[src/rtl/kbs_pkg.sv]
// Package: shared state encoding for the key matrix scanner.
// Assumes one clock tick per oscillator period.
package kbs_pkg;

    typedef enum logic [1:0] {
        KBS_IDLE = 2'd0,   // standby pattern on drive lines, waiting for a press
        KBS_SCAN = 2'd1,   // confirmation round in progress
        KBS_PEND = 2'd2    // result published, waiting for the host
    } kbs_state_e;

endpackage

[src/rtl/kbs_tick_timer.sv]
// Module: round and scan tick timer.
// Counts one confirmation round of CONFIRM_TICKS ticks. The round holds two
// scans of SCAN_TICKS ticks; each scan gives every drive line a slot of
// SCAN_TICKS/NUM_DRV ticks, and leftover ticks are idle.
// Assumes CONFIRM_TICKS >= 2*SCAN_TICKS and SCAN_TICKS >= NUM_DRV.
// All counters are held at zero while run_i is low.
module kbs_tick_timer #(
    parameter int NUM_DRV       = 6,
    parameter int SCAN_TICKS    = 375,
    parameter int CONFIRM_TICKS = 800
) (
    input  logic                         clk,
    input  logic                         rst_n,
    input  logic                         run_i,
    output logic [$clog2(NUM_DRV+1)-1:0] slot_o,
    output logic                         slot_valid_o,
    output logic                         sample_o,
    output logic                         pass_o,
    output logic                         round_end_o
);
    localparam int SLOT_TICKS = SCAN_TICKS / NUM_DRV;
    localparam int RT_W       = $clog2(CONFIRM_TICKS);
    localparam int ST_W       = $clog2(SCAN_TICKS);
    localparam int SK_W       = $clog2(SLOT_TICKS + 1);
    localparam int SL_W       = $clog2(NUM_DRV + 1);

    logic [RT_W-1:0] round_tick;
    logic [ST_W-1:0] scan_tick;
    logic [SK_W-1:0] slot_tick;
    logic [SL_W-1:0] slot;
    logic [1:0]      pass;

    logic last_round_tick;
    logic last_scan_tick;
    logic last_slot_tick;

    // Purpose: decode the end of each counting window.
    always_comb begin
        last_round_tick = (round_tick == RT_W'(CONFIRM_TICKS - 1));
        last_scan_tick  = (scan_tick == ST_W'(SCAN_TICKS - 1));
        last_slot_tick  = (slot_tick == SK_W'(SLOT_TICKS - 1));
    end

    // Purpose: advance round, scan and slot counters while a round runs.
    always_ff @(posedge clk) begin
        if (!rst_n || !run_i || last_round_tick) begin
            round_tick <= '0;
            scan_tick  <= '0;
            slot_tick  <= '0;
            slot       <= '0;
            pass       <= '0;
        end else begin
            round_tick <= round_tick + 1'b1;
            if (last_scan_tick) begin
                scan_tick <= '0;
                slot_tick <= '0;
                slot      <= '0;
                if (pass != 2'd2) begin
                    pass <= pass + 1'b1;
                end
            end else begin
                scan_tick <= scan_tick + 1'b1;
                if (slot < SL_W'(NUM_DRV)) begin
                    if (last_slot_tick) begin
                        slot_tick <= '0;
                        slot      <= slot + 1'b1;
                    end else begin
                        slot_tick <= slot_tick + 1'b1;
                    end
                end
            end
        end
    end

    // Purpose: expose slot decode and strobes to the capture and control logic.
    always_comb begin
        slot_o       = slot;
        slot_valid_o = run_i && (pass != 2'd2) && (slot < SL_W'(NUM_DRV));
        sample_o     = slot_valid_o && last_slot_tick;
        pass_o       = pass[0];
        round_end_o  = run_i && last_round_tick;
    end

endmodule

[src/rtl/kbs_scan_capture.sv]
// Module: two-scan result capture.
// Stores the sense levels seen at the last tick of each drive line slot, once
// for the first scan of a round and once for the second. Lines handed to
// another function are masked to zero on the outputs.
module kbs_scan_capture #(
    parameter int NUM_DRV = 6,
    parameter int NUM_SNS = 5
) (
    input  logic                         clk,
    input  logic                         rst_n,
    input  logic                         sample_i,
    input  logic                         pass_i,
    input  logic [$clog2(NUM_DRV+1)-1:0] slot_i,
    input  logic [NUM_SNS-1:0]           sense_i,
    input  logic [NUM_DRV-1:0]           line_mask_i,
    output logic [NUM_DRV*NUM_SNS-1:0]   scan_a_o,
    output logic [NUM_DRV*NUM_SNS-1:0]   scan_b_o
);
    localparam int SL_W = $clog2(NUM_DRV + 1);

    for (genvar d = 0; d < NUM_DRV; d++) begin : g_line
        logic [NUM_SNS-1:0] a_q;
        logic [NUM_SNS-1:0] b_q;
        logic               hit;

        assign hit = sample_i && (slot_i == SL_W'(d));

        // Purpose: latch this line's sense levels into the scan slot in use.
        always_ff @(posedge clk) begin
            if (!rst_n) begin
                a_q <= '0;
                b_q <= '0;
            end else if (hit && !pass_i) begin
                a_q <= sense_i;
            end else if (hit && pass_i) begin
                b_q <= sense_i;
            end
        end

        assign scan_a_o[d*NUM_SNS +: NUM_SNS] = line_mask_i[d] ? '0 : a_q;
        assign scan_b_o[d*NUM_SNS +: NUM_SNS] = line_mask_i[d] ? '0 : b_q;
    end

endmodule

[src/rtl/kbs_drive_pattern.sv]
// Module: drive line level generator.
// In idle and while a request is pending, presents the standby pattern chosen
// by the sleep select. During a round, raises only the line whose slot is
// active. Handed-over lines are always low.
// Assumes NUM_DRV >= 2.
module kbs_drive_pattern #(
    parameter int NUM_DRV = 6
) (
    input  logic [1:0]                   sleep_sel_i,
    input  logic [1:0]                   seg_steal_i,
    input  logic                         scan_act_i,
    input  logic                         slot_valid_i,
    input  logic [$clog2(NUM_DRV+1)-1:0] slot_i,
    output logic [NUM_DRV-1:0]           line_mask_o,
    output logic [NUM_DRV-1:0]           drive_o
);
    localparam int SL_W = $clog2(NUM_DRV + 1);

    logic [NUM_DRV-1:0] standby;
    logic [NUM_DRV-1:0] scan_line;

    for (genvar d = 0; d < NUM_DRV; d++) begin : g_line
        localparam logic TOP_ONE  = (d == NUM_DRV - 1);
        localparam logic TOP_TWO  = (d >= NUM_DRV - 2);
        localparam logic NOT_LOW  = (d >= 1);
        localparam logic STEAL_01 = (d == 0);
        localparam logic STEAL_1X = (d <= 1);

        // Purpose: decide whether this line is handed over to another function.
        always_comb begin
            unique case (seg_steal_i)
                2'b00:   line_mask_o[d] = 1'b0;
                2'b01:   line_mask_o[d] = STEAL_01;
                default: line_mask_o[d] = STEAL_1X;
            endcase
        end

        // Purpose: standby level of this line for the selected sleep pattern.
        always_comb begin
            unique case (sleep_sel_i)
                2'b00:   standby[d] = 1'b1;
                2'b01:   standby[d] = TOP_ONE;
                2'b10:   standby[d] = TOP_TWO;
                default: standby[d] = NOT_LOW;
            endcase
        end

        assign scan_line[d] = slot_valid_i && (slot_i == SL_W'(d));
    end

    // Purpose: select between scan strobe and standby, masking handed-over lines.
    always_comb begin
        if (scan_act_i) begin
            drive_o = scan_line & ~line_mask_o;
        end else begin
            drive_o = standby & ~line_mask_o;
        end
    end

endmodule

[src/rtl/kbd_matrix_scanner.sv]
// Module: key matrix scanner with double-scan confirmation (top).
// Waits in idle until a sense line rises, then runs confirmation rounds of two
// scans. An agreeing, non-empty result is published with an active-low read
// request; an agreeing empty result returns to idle; a disagreement repeats
// the round. The host clears the request with rd_done_i, which also starts a
// new round. Assumes one clock per oscillator tick and a synchronous reset.
module kbd_matrix_scanner #(
    parameter int NUM_DRV       = 6,
    parameter int NUM_SNS       = 5,
    parameter int SCAN_TICKS    = 375,
    parameter int CONFIRM_TICKS = 800
) (
    input  logic                       clk,
    input  logic                       rst_n,
    input  logic [NUM_SNS-1:0]         sense_i,
    input  logic [1:0]                 sleep_sel_i,
    input  logic [1:0]                 seg_steal_i,
    input  logic                       rd_done_i,
    input  logic                       xfer_busy_i,
    output logic [NUM_DRV-1:0]         drive_o,
    output logic [NUM_DRV*NUM_SNS-1:0] keys_o,
    output logic                       sleep_ack_o,
    output logic                       req_n_o
);
    import kbs_pkg::*;

    localparam int NUM_KEYS = NUM_DRV * NUM_SNS;
    localparam int SL_W     = $clog2(NUM_DRV + 1);

    kbs_state_e          state;
    logic                wake_in_sleep;
    logic                scan_act;
    logic                idle_act;
    logic [SL_W-1:0]     slot;
    logic                slot_valid;
    logic                sample;
    logic                pass;
    logic                round_end;
    logic [NUM_DRV-1:0]  line_mask;
    logic [NUM_KEYS-1:0] scan_a;
    logic [NUM_KEYS-1:0] scan_b;
    logic                scans_agree;
    logic                scans_empty;

    assign scan_act = (state == KBS_SCAN);
    assign idle_act = (state == KBS_IDLE);

    kbs_tick_timer #(
        .NUM_DRV       (NUM_DRV),
        .SCAN_TICKS    (SCAN_TICKS),
        .CONFIRM_TICKS (CONFIRM_TICKS)
    ) u_timer (
        .clk          (clk),
        .rst_n        (rst_n),
        .run_i        (scan_act),
        .slot_o       (slot),
        .slot_valid_o (slot_valid),
        .sample_o     (sample),
        .pass_o       (pass),
        .round_end_o  (round_end)
    );

    kbs_drive_pattern #(
        .NUM_DRV (NUM_DRV)
    ) u_drive (
        .sleep_sel_i  (sleep_sel_i),
        .seg_steal_i  (seg_steal_i),
        .scan_act_i   (scan_act),
        .slot_valid_i (slot_valid),
        .slot_i       (slot),
        .line_mask_o  (line_mask),
        .drive_o      (drive_o)
    );

    kbs_scan_capture #(
        .NUM_DRV (NUM_DRV),
        .NUM_SNS (NUM_SNS)
    ) u_capture (
        .clk         (clk),
        .rst_n       (rst_n),
        .sample_i    (sample),
        .pass_i      (pass),
        .slot_i      (slot),
        .sense_i     (sense_i),
        .line_mask_i (line_mask),
        .scan_a_o    (scan_a),
        .scan_b_o    (scan_b)
    );

    // Purpose: compare the two scans of the round that is ending.
    always_comb begin
        scans_agree = (scan_a == scan_b);
        scans_empty = (scan_a == '0);
    end

    // Purpose: round sequencing, result publication and wake flag.
    always_ff @(posedge clk) begin
        if (!rst_n) begin
            state         <= KBS_IDLE;
            keys_o        <= '0;
            sleep_ack_o   <= 1'b0;
            wake_in_sleep <= 1'b0;
        end else begin
            unique case (state)
                KBS_IDLE: begin
                    if (|sense_i) begin
                        state         <= KBS_SCAN;
                        wake_in_sleep <= (sleep_sel_i != 2'b00);
                    end
                end
                KBS_SCAN: begin
                    if (round_end && scans_agree) begin
                        if (scans_empty) begin
                            state <= KBS_IDLE;
                        end else begin
                            state       <= KBS_PEND;
                            keys_o      <= scan_a;
                            sleep_ack_o <= wake_in_sleep;
                        end
                    end
                end
                KBS_PEND: begin
                    if (rd_done_i) begin
                        state <= KBS_SCAN;
                    end
                end
                default: state <= KBS_IDLE;
            endcase
        end
    end

    // Purpose: active-low request, hidden during a serial transfer.
    assign req_n_o = (state != KBS_PEND) || xfer_busy_i;

endmodule

[config.mk]
export PLATFORM = sky130hd
export DESIGN_NAME = kbd_matrix_scanner
export DESIGN_NICKNAME = d
export VERILOG_FILES = /design/src/rtl/kbs_pkg.sv /design/src/rtl/kbs_tick_timer.sv /design/src/rtl/kbs_scan_capture.sv /design/src/rtl/kbs_drive_pattern.sv /design/src/rtl/kbd_matrix_scanner.sv
export SDC_FILE = /design/constraint.sdc
export NUM_CORES = 1
export LEC_CHECK = 0
export ABC_CLOCK_PERIOD_IN_PS = 3300
export BUFFER_PORTS_ARGS = -buffer_cell sky130_fd_sc_hd__buf_2
export CORE_MARGIN = 2
export CORE_UTILIZATION = 32
export CTS_CLUSTER_SIZE = 14
export DETAILED_ROUTE_END_ITERATION = 10
export GPL_TIMING_DRIVEN = 0
export RECOVER_POWER = 100
export SKIP_LAST_GASP = 1
export SLEW_MARGIN = 20
export SYNTH_ARGS = -nofsm -noshare
export SYNTH_HDL_FRONTEND = slang
export SYNTH_HIERARCHICAL = 1
export SYNTH_SLANG_ARGS = --single-unit
[constraint.sdc]
create_clock -name clk -period 3.3 [get_ports clk]
set_input_delay 0.165 -clock clk [delete_from_list [all_inputs] [get_ports clk]]
set_output_delay 0.165 -clock clk [all_outputs]
set_load 0.02 [all_outputs]
* Word level (Yosys, flattened, before mapping)
Cells that the tools add are included.
** Operators by class
- Add/subtract/negate cells :: 5
- Magnitude comparators :: 1
- Equal/unequal tests :: 19
- Mux-type cells :: 16
- Bitwise gates (word level) :: 10
- Reductions and logical operators :: 56
** Operators with widths (number)
- == test 30 bit :: 1
- zero test 30 bit :: 1
- logical AND 1 bit :: 29
- 2-to-1 mux 5 bit :: 4
- AND reduction 2 bit :: 9
- AND 6 bit :: 2
- 2-to-1 mux 6 bit :: 2
- adder 10 x 1 -> 10 bit (second input constant) :: 1
- == test 10 bit (second input constant) :: 1
- adder 9 x 1 -> 9 bit (second input constant) :: 1
- == test 9 bit (second input constant) :: 1
- 2-to-1 mux 2 bit :: 4
- inequality test 2 bit (second input constant) :: 4
- NOT 1 bit :: 7
- adder 6 x 1 -> 6 bit (second input constant) :: 1
- == test 2 x 1 -> 1 bit (second input constant) :: 3
- == test 3 x 2 -> 1 bit (second input constant) :: 2
- == test 3 bit (second input constant) :: 2
- == test 6 bit (second input constant) :: 1
- zero test 2 bit :: 3
- NOT 2 -> 6 bit :: 1
- case mux 2 bit (3 select lines) :: 1
- AND reduction 3 bit :: 2
- OR reduction 2 bit :: 3
- other kinds (12) :: 21
** Word-level totals
- Register bits :: 124
- Logic and storage cells :: 128

* Longest topological paths before layout
Gate-level depths: netlist of run 1.
- Depth after elaboration :: 8
- Mapped depth :: 9
- Depth with buffers taken out :: 8

* Hierarchy
The synthesis of run 1 kept the hierarchy.
** By module, submodules not included
- kbs_scan_capture :: times used 1, cells an instance 282, area each 2621.3 sq um, sequential area each 1201.2 sq um
- kbd_matrix_scanner :: times used 1, cells an instance 205, area each 1830.5 sq um, sequential area each 680.7 sq um
- kbs_tick_timer :: times used 1, cells an instance 152, area each 1371.3 sq um, sequential area each 600.6 sq um
- kbs_drive_pattern :: times used 1, cells an instance 24, area each 178.9 sq um, sequential area each 0.0 sq um

* Least setup slack after synthesis of run 1
Ideal clock, no wire load.
- Kind :: flip-flop to flip-flop
- Start :: reg state[0]
- End :: reg keys_o[0]
- Library setup time :: 0.072 ns
- Arrival :: 2.338 ns
- Data required time :: 3.228 ns
- Path slack :: 0.890 ns
- Cell stages (with the launch flop) :: 8
- Path buffers :: 1
- Clock period less this slack :: 2.410 ns
- Cells stage by stage :: dfxtp_1 nor2b_1 and4_1 nand4_1 or4_4 nor3_4 buf_6 mux2i_1
** On the way
- Word-level cells in the longest chain between the ends :: 4
** Ends and longest elaborated chain
- start: declaration :: line kbd_matrix_scanner.sv:30 : kbs_state_e state;
- start signal: assignment :: line kbd_matrix_scanner.sv:99 : state <= KBS_IDLE;
- start signal: assignment :: line kbd_matrix_scanner.sv:107 : state <= KBS_SCAN;
- start signal: assignment :: line kbd_matrix_scanner.sv:114 : state <= KBS_IDLE;
- == test 2 x 1 -> 1 bit :: line kbd_matrix_scanner.sv:45 : assign scan_act = (state == KBS_SCAN);
- net scan_act :: line kbd_matrix_scanner.sv:32 : logic scan_act;
- logical AND 1 bit :: line kbs_tick_timer.sv:81 : round_end_o = run_i && last_round_tick;
- net round_end :: line kbd_matrix_scanner.sv:38 : logic round_end;
- logical AND 1 bit :: line kbd_matrix_scanner.sv:112 : if (round_end && scans_agree) begin
- AND reduction 3 bit (no line)
- end signal: assignment :: line kbd_matrix_scanner.sv:117 : keys_o <= scan_a;
- end: declaration :: line kbd_matrix_scanner.sv:21 : output logic [NUM_DRV*NUM_SNS-1:0] keys_o,
The timed path passes the listed nets, and every way through them passes these cells.
A chain may end at the register's enable or synchronous reset.

* Final worst setup path of run 1
- Start :: reg state[0]
- End :: reg keys_o[26]
Same word-level chain as after synthesis.

==> results of run 1 <==
## worst max-delay path, delay by kind of cell (launching register included)
kind	cells	cell delay [ns]
buf+inv	1	0.23
flops	1	0.41
mux	1	0.20
simple gates	5	1.95
## cell type report
cell class | instances | area [µm²] | share of cell area [%]
timing repair buffer | 50 | 203 | 2.88
clock inverter | 12 | 123 | 1.74
tap | 234 | 293 | 4.16
sequential | 124 | 2480 | 35.3
inverter | 11 | 41.3 | 0.587
buffer | 36 | 215 | 3.06
multi-input combinational | 495 | 3240 | 46.0
clock buffer | 20 | 447 | 6.35
## stage by stage
| step | hold slack, ns | utilization [%] | setup WS (ns) | instances | cell area (µm²) |
|---|---|---|---|---|---|
| after floorplan | 0.315 | - | 0.890 | 666 | 6010 |
| after global placement | 0.438 | 35.3 | 0.165 | 950 | 6560 |
| after detailed placement | 0.442 | 35.3 | 0.155 | 950 | 6560 |
| after CTS | 0.0105 | 38.4 | 0.111 | 982 | 7130 |
| after global routing | 0.0351 | 37.9 | 0.239 | 982 | 7040 |
| final | 0.0315 | 37.9 | 0.419 | 982 | 7040 |
## state kept, by name, indices dropped and copies added (netlist names)
| name | cells |
|---|---|
| u_capture/g_line.a_q | 30 |
| keys_o | 30 |
| u_timer/round_tick | 10 |
| state | 2 |
| u_timer/slot_o | 3 |
| u_timer/pass | 2 |
| u_timer/scan_tick | 9 |
| u_timer/slot_tick | 6 |
| sleep_ack_o | 1 |
| u_capture/g_line.b_q | 30 |
| wake_in_sleep | 1 |
## worst max-delay path by stage
stage	start	to	slack (ns)	cells after the start
2_1_floorplan	state[0]$_SDFFE_PN0P_	keys_o[0]$_SDFFE_PN0P_	0.89	7
5_1_grt	state[0]$_SDFFE_PN0P_	keys_o[8]$_SDFFE_PN0P_	0.24	7
4_1_cts	state[0]$_SDFFE_PN0P_	keys_o[26]$_SDFFE_PN0P_	0.11	7
6_report	state[0]$_SDFFE_PN0P_	keys_o[26]$_SDFFE_PN0P_	0.42	7
3_5_place_dp	state[0]$_SDFFE_PN0P_	keys_o[28]$_SDFFE_PN0P_	0.16	7
3_3_place_gp	state[0]$_SDFFE_PN0P_	keys_o[27]$_SDFFE_PN0P_	0.17	7
## synthesized netlist by cell type, types with 3 or more instances
master         instances
xnor2_1               26
nor3_1                 9
buf_6                  6
dfxtp_1              124
nor2_1                40
xor2_1                24
nor2b_1               62
dlygate4sd1_1          4
nand2_1              140
nand2b_1               4
ha_1                   9
nand4_1               13
nor3b_1                3
mux2i_1               92
nand3_1                9
buf_4                  4
a21oi_1                3
o31ai_1                3
nand3b_1               3
buf_2                  4
clkbuf_1              14
inv_1                 11
nor4_1                10
and3_1                 3
## timing repair
item,CTS,global route
gates resized for setup,0,1
setup buffers,0,0
endpoints found under the setup margin,0,30
## cell families (layout without fill, tap and decap cells)
| group | Yosys count | in the layout | share of synthesized area (%) |
|---|---|---|---|
| other | 1 | 4 | 0.0625 |
| adder cells (fa/ha/maj) | 9 | 9 | 1.88 |
| AND/OR/NAND/NOR | 320 | 320 | 26.9 |
| multiplexers | 92 | 92 | 15.3 |
| flip-flops | 124 | 124 | 41.4 |
| AO/OA/AOI/OAI | 20 | 20 | 2.58 |
| buffers and inverters | 47 | 129 | 4.59 |
| XOR/XNOR | 50 | 50 | 7.30 |
## power groups by stage
| stage | clock network, mW | logic (mW) | registers (mW) |
|---|---|---|---|
| 2_1_floorplan | 0 | 0.0811 | 1.54 |
| 5_1_grt | 1.89 | 0.137 | 1.51 |
| 4_1_cts | 1.83 | 0.126 | 1.51 |
| 3_5_place_dp | 0 | 0.125 | 1.54 |
| 6_report | 1.79 | 0.123 | 1.51 |
| 3_3_place_gp | 0 | 0.126 | 1.54 |
## routing by layer
layer | track usage (%) | part of all wire, % | vias to the layer above
met2 | 21.9 | 44 | 65
met4 | 4.89 | 1.1 | 0
met1 | 19.5 | 51 | 2070
met5 | 0 | 0 | -
met3 | 3.46 | 4.0 | 16
li1 | - | - | 2358
==> out/metrics.csv, run 1 <==
metric;value;unit
CORE AREA;18600;µm²
drt pass-1 iters;4;
Ys Warns;6;
cell area after synthesis;6000;µm²
sequential power share;44.1;%
Psw;0.764;mW
Logic pwr share;3.6;%
sequential area share after synthesis;41.4;%
flop2flop setup slack;0.42;ns
diode count;0;
Die Wd;141;µm
most common cell after layout, fill and taps aside;nand2_1;
Final Critical Period;2.88;ns
reg2reg start;state[0]$_SDFFE_PN0P_;
Rows;50;
# port buffers;50;
RSZ-0062 raised after global routing;no;
hold_sp;rd_done_i;
internal power;2.66;mW
antenna-violating nets left;0;
Fmax;347;MHz
EDFF count, synth;0;
post-synth top area share;41.4;%
ys async rst share;0;%
post-layout power;3.42;mW
critical path, cell by cell;nor2b_2 > and4_1 > nand4_1 > or4_1 > nor3_4 > buf_6 > mux2i_1;
Final Hold Violating Endpoints;0;
final setup TNS;0;ns
final worst-path cycle share;87.3;%
I/O pin total;51;
CTS tree;built;
Worst-path clk slew;0.06;ns
Critical Path RT;3.64;ns
clock net sink count;124;
Setup violations, final;0;
vias in the first global route;4203;
crit path capture type;flip-flop;
layout cells sized above 1;8.16;%
Wirelength per Cell;13.8;µm
Hold Crit Depth;3;
CP max stage cell;or4_1;
CTS Buf Count;17;
Switching Share;22.3;%
Leak;2.72;nW
hold buffer count at cts;0;
GRT Total Usage;14.2;%
Remaining Overflow, GRT;0;
status;complete, no violations;
root buf cell;clkbuf_16;
die area;19900;µm²
max incr delay on CP;0.62;ns
initial antenna violation count;0;
Critical Path AT;3.22;ns
Post-Syn Instances;663;
dominant synthesized flop cell;dfxtp_1;
worst hold path class;in2reg;
top cells by area, synth;dfxtp_1, mux2i_1, nand2_1, nor2b_1, xnor2_1;
Synth area leader;dfxtp_1;
pins over their slew limit;0;
synth unique cells;64;
most frequent cells in the layout;nand2_1, dfxtp_1, mux2i_1;
Die Y;141;µm
synthesis-to-finish area growth;17.3;%
total routed wirelength;13.5;mm
CP startpoint kind;flip-flop;
average size of a mapped cell;9.05;µm²
Worst Setup Path Type;reg2reg;
vias;4509;
maximum VDD drop;234;µV
Worst Hold End;state[0]$_SDFFE_PN0P_;
Cell Pwr Density;486;nW/µm²
FF-to-FF End;keys_o[26]$_SDFFE_PN0P_;
initial core utilization;32.3;%
maxcap violations;0;
Worst Skew;0.00652;ns
Rel. slew slack;34.9;%
flops & latches, synth;124;
largest net degree at the start of global routing;17;
first-pass GRT wire length;22.0;mm
worst skew pair latency;0.42;ns
actual slew at the worst max-slew pin;0.975;ns
detailed-route vias per instance;4.59;
detailed placer's ending HPWL;9.96;mm
critical path peak fanout;13;
Worst Reg-to-Reg Cells;7;
Iteration-0 DRC Markers;237;
H-tree lvl count;4;
DRC;0;
Clock power frac;52.3;%
FILL cells;1920;
nets;757;
GP Congestion;0.766;
CTS Buffer Depth;2;
Note: power is estimated with default switching activity, not from simulation.
==> run 2: changes to the inputs <==
ABC_AREA = 1   (was not set)
==> run 2 against run 1 <==
Die area rose by 19%; sequential share of layout area fell by 4.9 points; non-clock buffer count rose by 6; first-iteration DRC count rose by 73%; synthesized cell count rose by 82%; largest cell class unchanged.
==> out/metrics.csv, run 2 <==
metric;value;unit
count leader, synth;nand2_1;
first-pass GRT wire length;30.2;mm
top cells by area, synth;dfxtp_1, nand2_1, nor2_1, inv_1, nand3_1;
most frequent cells in the layout;nand2_1, nor2_1, inv_1;
Rows;54;
maxcap violations;0;
H-tree lvl count;4;
max incr delay on CP;0.46;ns
routed length on met3;908;µm
hold_sp;rd_done_i;
worst skew pair latency;0.42;ns
FF-to-FF End;state[1]$_SDFFE_PN0P_;
FILL cells;2477;
vias;6774;
post-synth top area share;34.5;%
cell area after synthesis;7200;µm²
Post-Layout Cell Count;1570;
Setup violations, final;0;
Cell Pwr Density;402;nW/µm²
GRT Total Usage;15.8;%
placed instance count;1538;
Die Wd;154;µm
maximum VDD drop;306;µV
CP startpoint;state[0]$_SDFFE_PN0P_;
actual slew at the worst max-slew pin;0.700;ns
root buf cell;clkbuf_16;
ys async rst share;0;%
vias in the first global route;6108;
nets;1299;
post_cts resized;0;
GP Congestion;0.882;
Post-Syn Instances;1205;
hold buffer count at cts;0;
flop2flop setup slack;0.61;ns
RSZ-0062 raised after global routing;no;
synth unique cells;32;
Post-CTS Setup Inserts;0;
Ys Warns;6;
register area;2480;µm²
uppermost layer routed;met4;
Fmax;372;MHz
DRC;0;
crit path capture type;flip-flop;
final setup TNS;0;ns
Remaining Overflow, GRT;0;
setup ws final;0.610;ns
worst hold path class;in2reg;
drt pass-1 iters;7;
dpl ws;0.789;ns
CP max stage cell;nor2_1;
reg2reg start;state[0]$_SDFFE_PN0P_;
biggest regs;keys_o x30, u_capture/g_line.a_q x30, u_capture/g_line.b_q x30;
final worst-path cycle share;81.5;%
Die Y;154;µm
Worst Reg-to-Reg Cells;13;
critical path peak fanout;10;
final instance area;8190;µm²
Iteration-0 DRC Markers;411;
synthesis-to-finish area growth;13.8;%
critical path, cell by cell;inv_1 > nor2_4 > inv_1 > nor2_1 > nand2_1 > nor2_1 > nand2_1 > nor2_1 > nand2_1 > nor2_1 > buf_6 > nand2_1 > a21oi_2;
clock net sink count;124;
Critical Path RT;3.66;ns
CORE AREA;22000;µm²
layout cells sized above 1;7.67;%
Final Util;37.3;%
Fin Hold WS;0.0324;ns
detailed-route vias per instance;4.31;
detailed placer's ending HPWL;14.2;mm
M1 WL;9.39;mm
top cells by count, synth;nand2_1, nor2_1, inv_1;
EDFF count, synth;0;
Leak;3.89;nW
Final Critical Period;2.69;ns
CTS Buf Count;17;
status;complete, no violations;
average size of a mapped cell;5.97;µm²
dominant synthesized flop cell;dfxtp_1;
antenna-violating nets left;0;
Worst Skew;0.00942;ns
# port buffers;50;
largest net degree at the start of global routing;17;
Worst Setup Path Type;reg2reg;
CTS tree;built;
die area;23700;µm²
Rel. slew slack;53.3;%
area occupied by multi-input gates;3570;µm²
most common cell after layout, fill and taps aside;nand2_1;
Synth area leader;dfxtp_1;
Critical Path AT;3.05;ns
DP Area;7810;µm²
I/O pin total;51;
Worst-path clk slew;0.06;ns
CP Capture Point;state[1]$_SDFFE_PN0P_;
post-layout power;3.29;mW
DR WL met2;7.94;mm
initial core utilization;32.8;%
Final Hold Violating Endpoints;0;
CTS Buffer Depth;2;
sequential area share after synthesis;34.5;%
initial antenna violation count;0;
diode count;0;
flops & latches, synth;124;
total routed wirelength;18.5;mm
Wirelength per Cell;11.8;µm
pins over their slew limit;0;
CP startpoint kind;flip-flop;
-- run 2: cell count changes after synthesis, moves of 19 or more --
cell / before / now
nor2_2: 1 / 20
xnor2_1: 26 / 4
mux2i_1: 92 / 0
inv_1: 11 / 206
a21oi_1: 3 / 35
nor2_1: 40 / 255
nand2_1: 140 / 348
nor2b_1: 62 / 0
nand3_1: 9 / 97
-- run 2: report_power, final --
group	internal, mW	switching [mW]
registers	1.50	0.00447
logic	0.0386	0.101
clock network	0.969	0.674
-- run 2: area by class of cell --
type,instances,area share (%)
timing repair buffer,50,2.49
inverter,216,9.90
clock buffer,24,5.64
tap,280,4.28
clock inverter,8,0.550
buffer,42,3.22
sequential,124,30.3
multi-input combinational,826,43.6
-- run 2: metal layers --
metal | vias to the layer above | track usage (%)
met4 | 0 | 4.41
met2 | 127 | 25.0
li1 | 3722 | -
met1 | 2903 | 22.0
met5 | - | 0
met3 | 22 | 3.07
-- run 2: logic make-up after synthesis --
group | Yosys count | share of synthesized area [%]
AND/OR/NAND/NOR | 756 | 43.9
buffers and inverters | 258 | 15.2
flip-flops | 124 | 34.5
AO/OA/AOI/OAI | 47 | 3.58
XOR/XNOR | 10 | 1.22
adder cells (fa/ha/maj) | 9 | 1.56
other | 1 | 0.0521
-- run 2: worst max-delay path, delay by kind of cell, from the launching register on --
kind                   cells  cell delay, ns
buffers and inverters      3            0.48
AOI/OAI and AO/OA          1            0.10
and+or+nand+nor            9            1.66
DFF                        1            0.37
-- run 2: worst min path at each step --
stage,end,depth (start not counted)
final,state[1]$_SDFFE_PN0P_,4
after global routing,state[1]$_SDFFE_PN0P_,4
after CTS,state[1]$_SDFFE_PN0P_,4
after detailed placement,u_timer/round_tick[0]$_SDFF_PP0_,1
after global placement,u_timer/round_tick[0]$_SDFF_PP0_,1
after floorplan,u_capture/g_line[0].a_q[0]$_SDFFE_PN0P_,2
